`src/rtl/cpu_clk_div_pkg.sv`:
```
package cpu_clk_div_pkg;

   localparam int MAX_SEL_W = 3;

   // Effective rate: stopped, or divide by 2**lg
   typedef struct packed {
      logic                 stop;
      logic [MAX_SEL_W-1:0] lg;
   } rate_t;

endpackage

```
`src/rtl/cpu_clk_div_req.sv`:
```
module cpu_clk_div_req
   import cpu_clk_div_pkg::*;
#(
   parameter int SEL_W = 2
) (
   input  logic             sleep_i,
   input  logic [SEL_W-1:0] run_div_i,
   input  logic [SEL_W-1:0] slp_div_i,
   input  logic             ovr_i,
   output rate_t            req_o
);

   always_comb begin
      req_o = '0;
      if (ovr_i) begin
         req_o.stop = 1'b0;
         req_o.lg   = '0;
      end else if (sleep_i) begin
         req_o.stop = (slp_div_i == '0);
         req_o.lg   = MAX_SEL_W'(slp_div_i);
      end else begin
         req_o.stop = 1'b0;
         req_o.lg   = MAX_SEL_W'(run_div_i);
      end
   end

endmodule

```
`src/rtl/cpu_clk_div_phase.sv`:
```
module cpu_clk_div_phase
   import cpu_clk_div_pkg::*;
#(
   parameter int SEL_W = 2
) (
   input  logic  clk_i,
   input  logic  rst_ni,
   input  rate_t req_i,
   output logic  ce_o
);

   localparam int NRAT  = 1 << SEL_W;
   localparam int CNT_W = NRAT - 1;

   logic             stop_q;
   logic [SEL_W-1:0] lg_q;
   logic [CNT_W-1:0] cnt_q;
   logic [NRAT-1:0]  term;
   logic             bnd;

   // Terminal count per ratio: low lg bits of the phase counter all ones
   for (genvar i = 0; i < NRAT; i++) begin : g_term
      if (i == 0) begin : g_full
         assign term[i] = 1'b1;
      end else begin : g_div
         assign term[i] = &cnt_q[i-1:0];
      end
   end

   assign bnd  = stop_q | term[lg_q];
   assign ce_o = ~stop_q & term[lg_q];

   always_ff @(posedge clk_i or negedge rst_ni) begin
      if (!rst_ni) begin
         stop_q <= 1'b1;
         lg_q   <= '0;
         cnt_q  <= '0;
      end else if (bnd) begin
         stop_q <= req_i.stop;
         lg_q   <= req_i.lg[SEL_W-1:0];
         cnt_q  <= '0;
      end else begin
         cnt_q  <= cnt_q + 1'b1;
      end
   end

endmodule

```
`src/rtl/cpu_clk_div.sv`:
```
module cpu_clk_div
   import cpu_clk_div_pkg::*;
#(
   parameter int SEL_W = 2
) (
   input  logic             clk_i,
   input  logic             rst_ni,
   input  logic             sleep_i,
   input  logic [SEL_W-1:0] run_div_i,
   input  logic [SEL_W-1:0] slp_div_i,
   input  logic             refresh_i,
   input  logic             dma_i,
   input  logic             busmst_i,
   output logic             cpu_ce_o
);

   if (SEL_W < 1 || SEL_W > MAX_SEL_W) begin : g_bad_sel_w
      $error("cpu_clk_div: SEL_W must lie in 1..%0d", MAX_SEL_W);
   end

   logic  ovr;
   rate_t req;

   assign ovr = refresh_i | dma_i | busmst_i;

   cpu_clk_div_req #(.SEL_W(SEL_W)) u_req (
      .sleep_i   (sleep_i),
      .run_div_i (run_div_i),
      .slp_div_i (slp_div_i),
      .ovr_i     (ovr),
      .req_o     (req)
   );

   cpu_clk_div_phase #(.SEL_W(SEL_W)) u_phase (
      .clk_i  (clk_i),
      .rst_ni (rst_ni),
      .req_i  (req),
      .ce_o   (cpu_ce_o)
   );

endmodule

```
`config.mk`:
```
export PLATFORM = sky130hd
export DESIGN_NAME = cpu_clk_div
export DESIGN_NICKNAME = d
export VERILOG_FILES = /design/src/rtl/cpu_clk_div_pkg.sv /design/src/rtl/cpu_clk_div_req.sv /design/src/rtl/cpu_clk_div_phase.sv /design/src/rtl/cpu_clk_div.sv
export SDC_FILE = /design/constraint.sdc
export NUM_CORES = 1
export LEC_CHECK = 0
export BUFFER_PORTS_ARGS = -buffer_cell sky130_fd_sc_hd__buf_2
export CAP_MARGIN = 20
export CORE_AREA = 2 2 39 41
export DETAILED_ROUTE_END_ITERATION = 7
export DIE_AREA = 0 0 41 43
export PLACE_DENSITY_LB_ADDON = 0.15
export SYNTH_ARGS = -nofsm -noshare
export SYNTH_HDL_FRONTEND = slang
export SYNTH_SLANG_ARGS = --single-unit
```
`constraint.sdc`:
```
create_clock -name clk_i -period 2.95 [get_ports clk_i]
set_clock_uncertainty 0.2 [all_clocks]
set_input_delay 0.1475 -clock clk_i [delete_from_list [all_inputs] [get_ports clk_i]]
set_output_delay 0.1475 -clock clk_i [all_outputs]
set_load 0.02 [all_outputs]
```
After elaboration in Yosys (flattened, before gate mapping)

Cells that the tools add are included.

Divide/modulo/power cells: 0
Add/subtract/negate cells: 1
Multiply operators: 0
Shift operators: 0
Mux-type cells: 5
Bitwise operators: 5
Order comparisons: 1
Eq/ne operators: 0
Reduce and logical (&&, ||, !) cells: 3

Operators by type and width:

| operator                                                              | number |
|---|---|
| 4-bit 2-to-1 mux                                                      | 2 |
| 3-bit by 1-bit adder with 3-bit output (second input constant)        | 1 |
| 2-bit by 3-bit < comparator with 1-bit output (second input constant) | 1 |
| 3-bit 2-to-1 mux                                                      | 1 |
| 1-bit OR                                                              | 3 |
| 3-bit AND reduction                                                   | 1 |
| 1-bit binary-select mux with 2-bit select                             | 1 |
| 2-bit zero test                                                       | 1 |
| 2-bit AND reduction                                                   | 1 |
| 1-bit bitwise AND                                                     | 1 |
| 1-bit 2-to-1 mux                                                      | 1 |
| 1-bit NOT                                                             | 1 |

Memories: 0
Memory bits (read-only): 0
Bits in registers: 6
Bits in writable memories: 0
Word-level logic and storage cells: 18
Bits of input ports: 10
Bits in latches: 0

Longest topological paths before layout

Word-level depth: 5
Mapped depth: 5
Mapped depth without buffers: 5

Hierarchy

From an unflattened synthesis, not the netlist that was laid out.

Cells, all modules: 37
Area, all modules: 395.4 µm²

By module, submodules not included:

| module            | seq. area each (µm²) | times used | cells each | area each (µm²) |
|---|---|---|---|---|
| cpu_clk_div_phase | 151.4                | 1          | 29         | 335.3 |
| cpu_clk_div_req   | 0.0                  | 1          | 7          | 53.8 |
| cpu_clk_div       | 0.0                  | 1          | 1          | 6.3 |

Worst setup path before layout

Ideal clock, no wire load.

Kind: reg2reg
From: reg u_phase.cnt_q[0]
To: reg u_phase.lg_q[1]
Cell stages (with the launch flop): 6
Slack: 1.085 ns
Buffers on the path: 0
Arrival time: 1.540 ns
Library setup time: 0.125 ns
Cells stage by stage: dfrtp_1 > ha_1 > ha_1 > mux2_2 > o21ai_4 > mux2_4

Longest elaborated chain between the ends: 4

Ends and longest elaborated chain:

| what                                                              | line                    | source |
|---|---|---|
| start: declaration                                                | cpu_clk_div_phase.sv:17 | `logic [CNT_W-1:0] cnt_q;` |
| start signal: assignment                                          | cpu_clk_div_phase.sv:43 | `cnt_q <= cnt_q + 1'b1;` |
| 3-bit AND reduction / 2-bit AND reduction (equally long branches) | cpu_clk_div_phase.sv:26 | `assign term[i] = &cnt_q[i-1:0];` |
| 1-bit binary-select mux with 2-bit select (*)                     | cpu_clk_div_phase.sv:30 | `assign bnd = stop_q \| term[lg_q];` |
| 1-bit 2-to-1 mux (implied by the code) (*)                        | cpu_clk_div_phase.sv:30 |  |
| 1-bit OR (*)                                                      | cpu_clk_div_phase.sv:30 |  |
| end signal: assignment                                            | cpu_clk_div_phase.sv:40 | `lg_q <= req_i.lg[SEL_W-1:0];` |
| end: declaration                                                  | cpu_clk_div_phase.sv:16 | `logic [SEL_W-1:0] lg_q;` |

Mark *: on every way between the ends. The rest lies on a longest branch, timed or not. The select of a mux whose other input is x is not followed.
A chain may end at the register's enable or synchronous reset.

Worst setup path in the final report

From: in slp_div_i[0]
To: reg u_phase.stop_q

Longest elaborated chain between the ends: 3

Ends and longest elaborated chain:

| what                   | line                    | source |
|---|---|---|
| start: declaration     | cpu_clk_div.sv:10       | `input logic [SEL_W-1:0] slp_div_i,` |
| 2-bit zero test        | cpu_clk_div_req.sv:19   | `req_o.stop = (slp_div_i == '0);` |
| 4-bit 2-to-1 mux       | cpu_clk_div_req.sv:18   | `end else if (sleep_i) begin` |
| 4-bit 2-to-1 mux       | cpu_clk_div_req.sv:15   | `if (ovr_i) begin` |
| end signal: assignment | cpu_clk_div_phase.sv:39 | `stop_q <= req_i.stop;` |
| end: declaration       | cpu_clk_div_phase.sv:15 | `logic stop_q;` |

Every way passes these cells.

==> tab_implementation.tex <==
\begin{tabular}{lr}
\hline
Metric & Value \\
\hline
\multicolumn{2}{l}{\textbf{Timing}} \\
\quad Final critical path time including I/O delays and setup & 2740 ps \\
\quad Unrepaired setup endpoints after global routing & false \\
\quad Final-layout worst hold slack & 49.3 ps \\
\quad Final count of hold timing violations & 0 \\
\quad Slew @ Worst Pin & 210 ps \\
\quad Final setup violation count & 0 \\
\quad Final worst-path cycle share & 92.9\% \\
\quad Fmax & 365 MHz \\
\quad Final count of pins violating max slew & 0 \\
\quad Sum of negative setup slack & 0 ps \\
\quad Setup slack of the critical path after layout & 210 ps \\
\quad Relative slew slack & 86.0\% \\
\multicolumn{2}{l}{\textbf{Clock network}} \\
\quad Clock buffer depth & 2 \\
\quad TritonCTS clock tree & built \\
\quad Cts bufs inserted & 3 \\
\quad CTS-repair resized insts & 0 \\
\quad CTS H-tree lvls & 1 \\
\quad Hold-fix buffers at CTS & 5 \\
\quad Later-pin clock latency in the skew report & 240 ps \\
\quad Root Buffer & sky130\_fd\_sc\_hd\_\_clkbuf\_4 \\
\quad Number of buffers inserted to repair setup after CTS & 0 \\
\quad Sinks on Clock Net & 6 \\
\quad Clock edge transition at the registers on the reported setup and hold paths & 50 ps \\
\multicolumn{2}{l}{\textbf{Floorplanning}} \\
\quad Chip width & 41 um \\
\quad Number of rows created at floorplan & 14 \\
\quad Area of the die & 0.00176 mm\^{}2 \\
\quad Starting Density & 24.7\% \\
\quad Standard cell core area & 0.00138 mm\^{}2 \\
\quad Y dimension of the die & 43 um \\
\quad Number of primary I/O pins & 11 \\
\multicolumn{2}{l}{\textbf{Layout}} \\
\quad Post-Layout Inst Area & 488 um\^{}2 \\
\quad Antenna diode count & 0 \\
\quad Filler cell count & 147 \\
\quad Post-layout utilization of the core & 35.3\% \\
\quad Signed area change from the synthesized netlist to the final layout & 42.9\% \\
\quad Share of final-layout standard cells stronger than drive strength 1 & 37.5\% \\
\quad Number of cells in the finished layout apart from fillers & 64 \\
\quad Layout Nets & 62 \\
\multicolumn{2}{l}{\textbf{Synthesis}} \\
\quad Count of warnings emitted by yosys & 0 \\
\quad Cell area after technology mapping & 342 um\^{}2 \\
\quad Top post-synthesis cells by area & sky130\_fd\_sc\_hd\_\_dfrtp\_1 37\%, sky130\_fd\_sc\_hd\_\_ha\_1 11\%, sky130\_fd\_sc\_hd\_\_dfstp\_2 7.7\%, sky130\_fd\_sc\_hd\_\_mux2i\_1 5.9\%, sky130\_fd\_sc\_hd\_\_o21ai\_4 4.8\% \\
\quad Fraction of the yosys area taken by sequential cells & 44.3\% \\
\quad Dominant cell type by area after synthesis & sky130\_fd\_sc\_hd\_\_dfrtp\_1 \\
\quad Syn Inst Count & 29 \\
\quad Avg Synthesized Cell Area & 11.8 um\^{}2 \\
\quad Fraction of post-synthesis cell area in the top cell type by area & 36.6\% \\
\quad Synthesized netlist net count & 42 \\
\quad Total of flip-flops plus latches after synthesis & 6 \\
\quad Number of different library cells in the post-synthesis netlist & 18 \\
\multicolumn{2}{l}{\textbf{Routing}} \\
\quad Initial detailed-routing violation count & 1 \\
\quad DRC viols & 0 \\
\quad Number of nets with antenna violations after detailed routing & 0 \\
\quad Vias per Instance & 4.41 \\
\quad Total Routed Length & 569 um \\
\quad Average wire per standard cell & 8.89 um \\
\quad Total number of vias & 282 \\
\quad TritonRoute pass-1 iters & 2 \\
\multicolumn{2}{l}{\textbf{Worst hold path}} \\
\quad Worst min-delay path category & input pin to async pin \\
\multicolumn{2}{l}{\textbf{GRT}} \\
\quad Maximum number of pins on one net before global-route repair & 7 \\
\quad Vias in the first global route & 277 \\
\quad First-pass GRT wire length & 1040 um \\
\quad Aggregate global routing overflow & 0 \\
\quad Number of antenna violations at the first check in global routing & 0 \\
\quad Global-route usage over all layers & 9.80\% \\
\multicolumn{2}{l}{\textbf{Placement}} \\
\quad Post-place setup slack & 1000 ps \\
\quad Placed cell count & 55 \\
\quad Post-place instance area & 412 um\^{}2 \\
\quad Number of buffers added on ports & 10 \\
\quad Final HPWL from detailed placement & 484 um \\
\quad Global placer's final weighted congestion & 0.732 \\
\multicolumn{2}{l}{\textbf{Worst setup path}} \\
\quad Setup crit end kind & flop \\
\quad Peak per-stage delay on the critical path & 570 ps \\
\quad CP Class & input pin to flop \\
\quad Most numerous cell on the critical path & sky130\_fd\_sc\_hd\_\_dlygate4sd3\_1 \\
\quad Count of buffer and inverter cells on the critical path & 5 \\
\quad Reg-to-reg slack, setup & 710 ps \\
\quad Critical path's slowest cell & sky130\_fd\_sc\_hd\_\_dlygate4sd3\_1 \\
\quad Kind of cell adding the most delay to the critical path & buffers and inverters \\
\quad Nature of the critical path startpoint & input pin \\
\quad Worst-path cell chain & dlygate4sd3\_1 > buf\_2 > nor2\_1 > dlygate4sd3\_1 > nand2\_1 > dlygate4sd3\_1 > nor3\_1 > dlygate4sd3\_1 \\
\quad Arrival time of data at the critical path endpoint & 2720 ps \\
\quad Data required time at the worst endpoint & 2930 ps \\
\quad Highest fanout seen on the critical path & 2 \\
\multicolumn{2}{l}{\textbf{Flow run}} \\
\quad Max Cap Violations & 0 \\
\multicolumn{2}{l}{\textbf{Pwr}} \\
\quad Worst vdd ir & 160 uV \\
\quad Sum of internal, switching and leakage power & 303 uW \\
\quad Pwr per Cell Area & 622 mW/mm\^{}2 \\
\quad Pleak & 0.246 nW \\
\multicolumn{2}{l}{\textbf{Status}} \\
\quad Result of the run & finished, final reports clean \\
\hline
\end{tabular}
==> routing by layer <==
layer  vias to the layer above  track usage [%]  routed length (um)
met3                         2             3.14                  34
li1                        140                -                   -
met5                         -                0                   0
met2                        11             13.8                 311
met1                       129             8.52                 207
met4                         0             14.0                  15
==> sequential cells by signal, indices dropped and copies added, names as in the netlist <==
name            cells
u_phase.cnt_q       3
u_phase.lg_q        2
u_phase.stop_q      1
==> power by group <==
group / internal (mW) / total (mW) / switching (mW)
Clock: 0.0511 / 0.0792 / 0.0280
Combinational: 0.0542 / 0.110 / 0.0559
Sequential: 0.0997 / 0.114 / 0.0145
Total: 0.205 / 0.303 / 0.0984
==> synthesized netlist by cell type <==
library cell and number:
sky130_fd_sc_hd__dfstp_2 1, sky130_fd_sc_hd__mux2_4 1, sky130_fd_sc_hd__mux2_2 1, sky130_fd_sc_hd__ha_1 3, sky130_fd_sc_hd__a211oi_1 1, sky130_fd_sc_hd__nor2_1 4
sky130_fd_sc_hd__nor3_1 1, sky130_fd_sc_hd__or3_1 1, sky130_fd_sc_hd__dfrtp_1 5, sky130_fd_sc_hd__mux2i_1 2, sky130_fd_sc_hd__inv_1 1, sky130_fd_sc_hd__or2b_1 1
sky130_fd_sc_hd__and2_1 2, sky130_fd_sc_hd__o32ai_1 1, sky130_fd_sc_hd__nand2_1 1, sky130_fd_sc_hd__o21ai_4 1, sky130_fd_sc_hd__or4b_4 1, sky130_fd_sc_hd__nor2b_1 1
==> logic make-up (layout without fill, tap and decap cells) <==
family / Yosys count / count (layout) / synth area share [%]
multiplexers: 4 / 4 / 13.6
buffers and inverters: 1 / 20 / 1.10
adder cells (fa/ha/maj): 3 / 3 / 11.0
AO/OA/AOI/OAI: 3 / 3 / 9.53
AND/OR/NAND/NOR: 12 / 12 / 20.5
flip-flops: 6 / 6 / 44.3
==> layout make-up <==
cell class / count / area [um^2] / share of cell area [%]
repair buffers: 15 / 100 / 20.5
inverters: 1 / 3.75 / 0.769
clock buffers: 4 / 26.3 / 5.38
well taps: 16 / 20.0 / 4.10
multi-input cells: 22 / 186 / 38.2
flip-flops and latches: 6 / 151 / 31.0
==> cell usage in the layout (no fill, tap or decap), types with 2 or more instances in the layout <==
| master | instances |
|---|---|
| sky130_fd_sc_hd__buf_2 | 10 |
| sky130_fd_sc_hd__dfrtp_1 | 5 |
| sky130_fd_sc_hd__clkbuf_4 | 3 |
| sky130_fd_sc_hd__ha_1 | 3 |
| sky130_fd_sc_hd__and2_1 | 2 |
| sky130_fd_sc_hd__dlygate4sd3_1 | 5 |
| sky130_fd_sc_hd__nor2_1 | 4 |
| sky130_fd_sc_hd__mux2i_1 | 2 |
==> worst paths after layout <==
kind / start / endpoint / depth (start not counted)
max: slp_div_i[0] / u_phase.stop_q / 8
max reg2reg: u_phase.cnt_q[0] / u_phase.stop_q / 6
max in group asynchronous: rst_ni / u_phase.stop_q / 2
min: rst_ni / u_phase.cnt_q[1] / 2
min in group clk_i: busmst_i / u_phase.lg_q[0] / 3
min reg2reg: u_phase.cnt_q[0] / u_phase.cnt_q[0] / 1
Note: power is estimated with default switching activity, not from simulation.
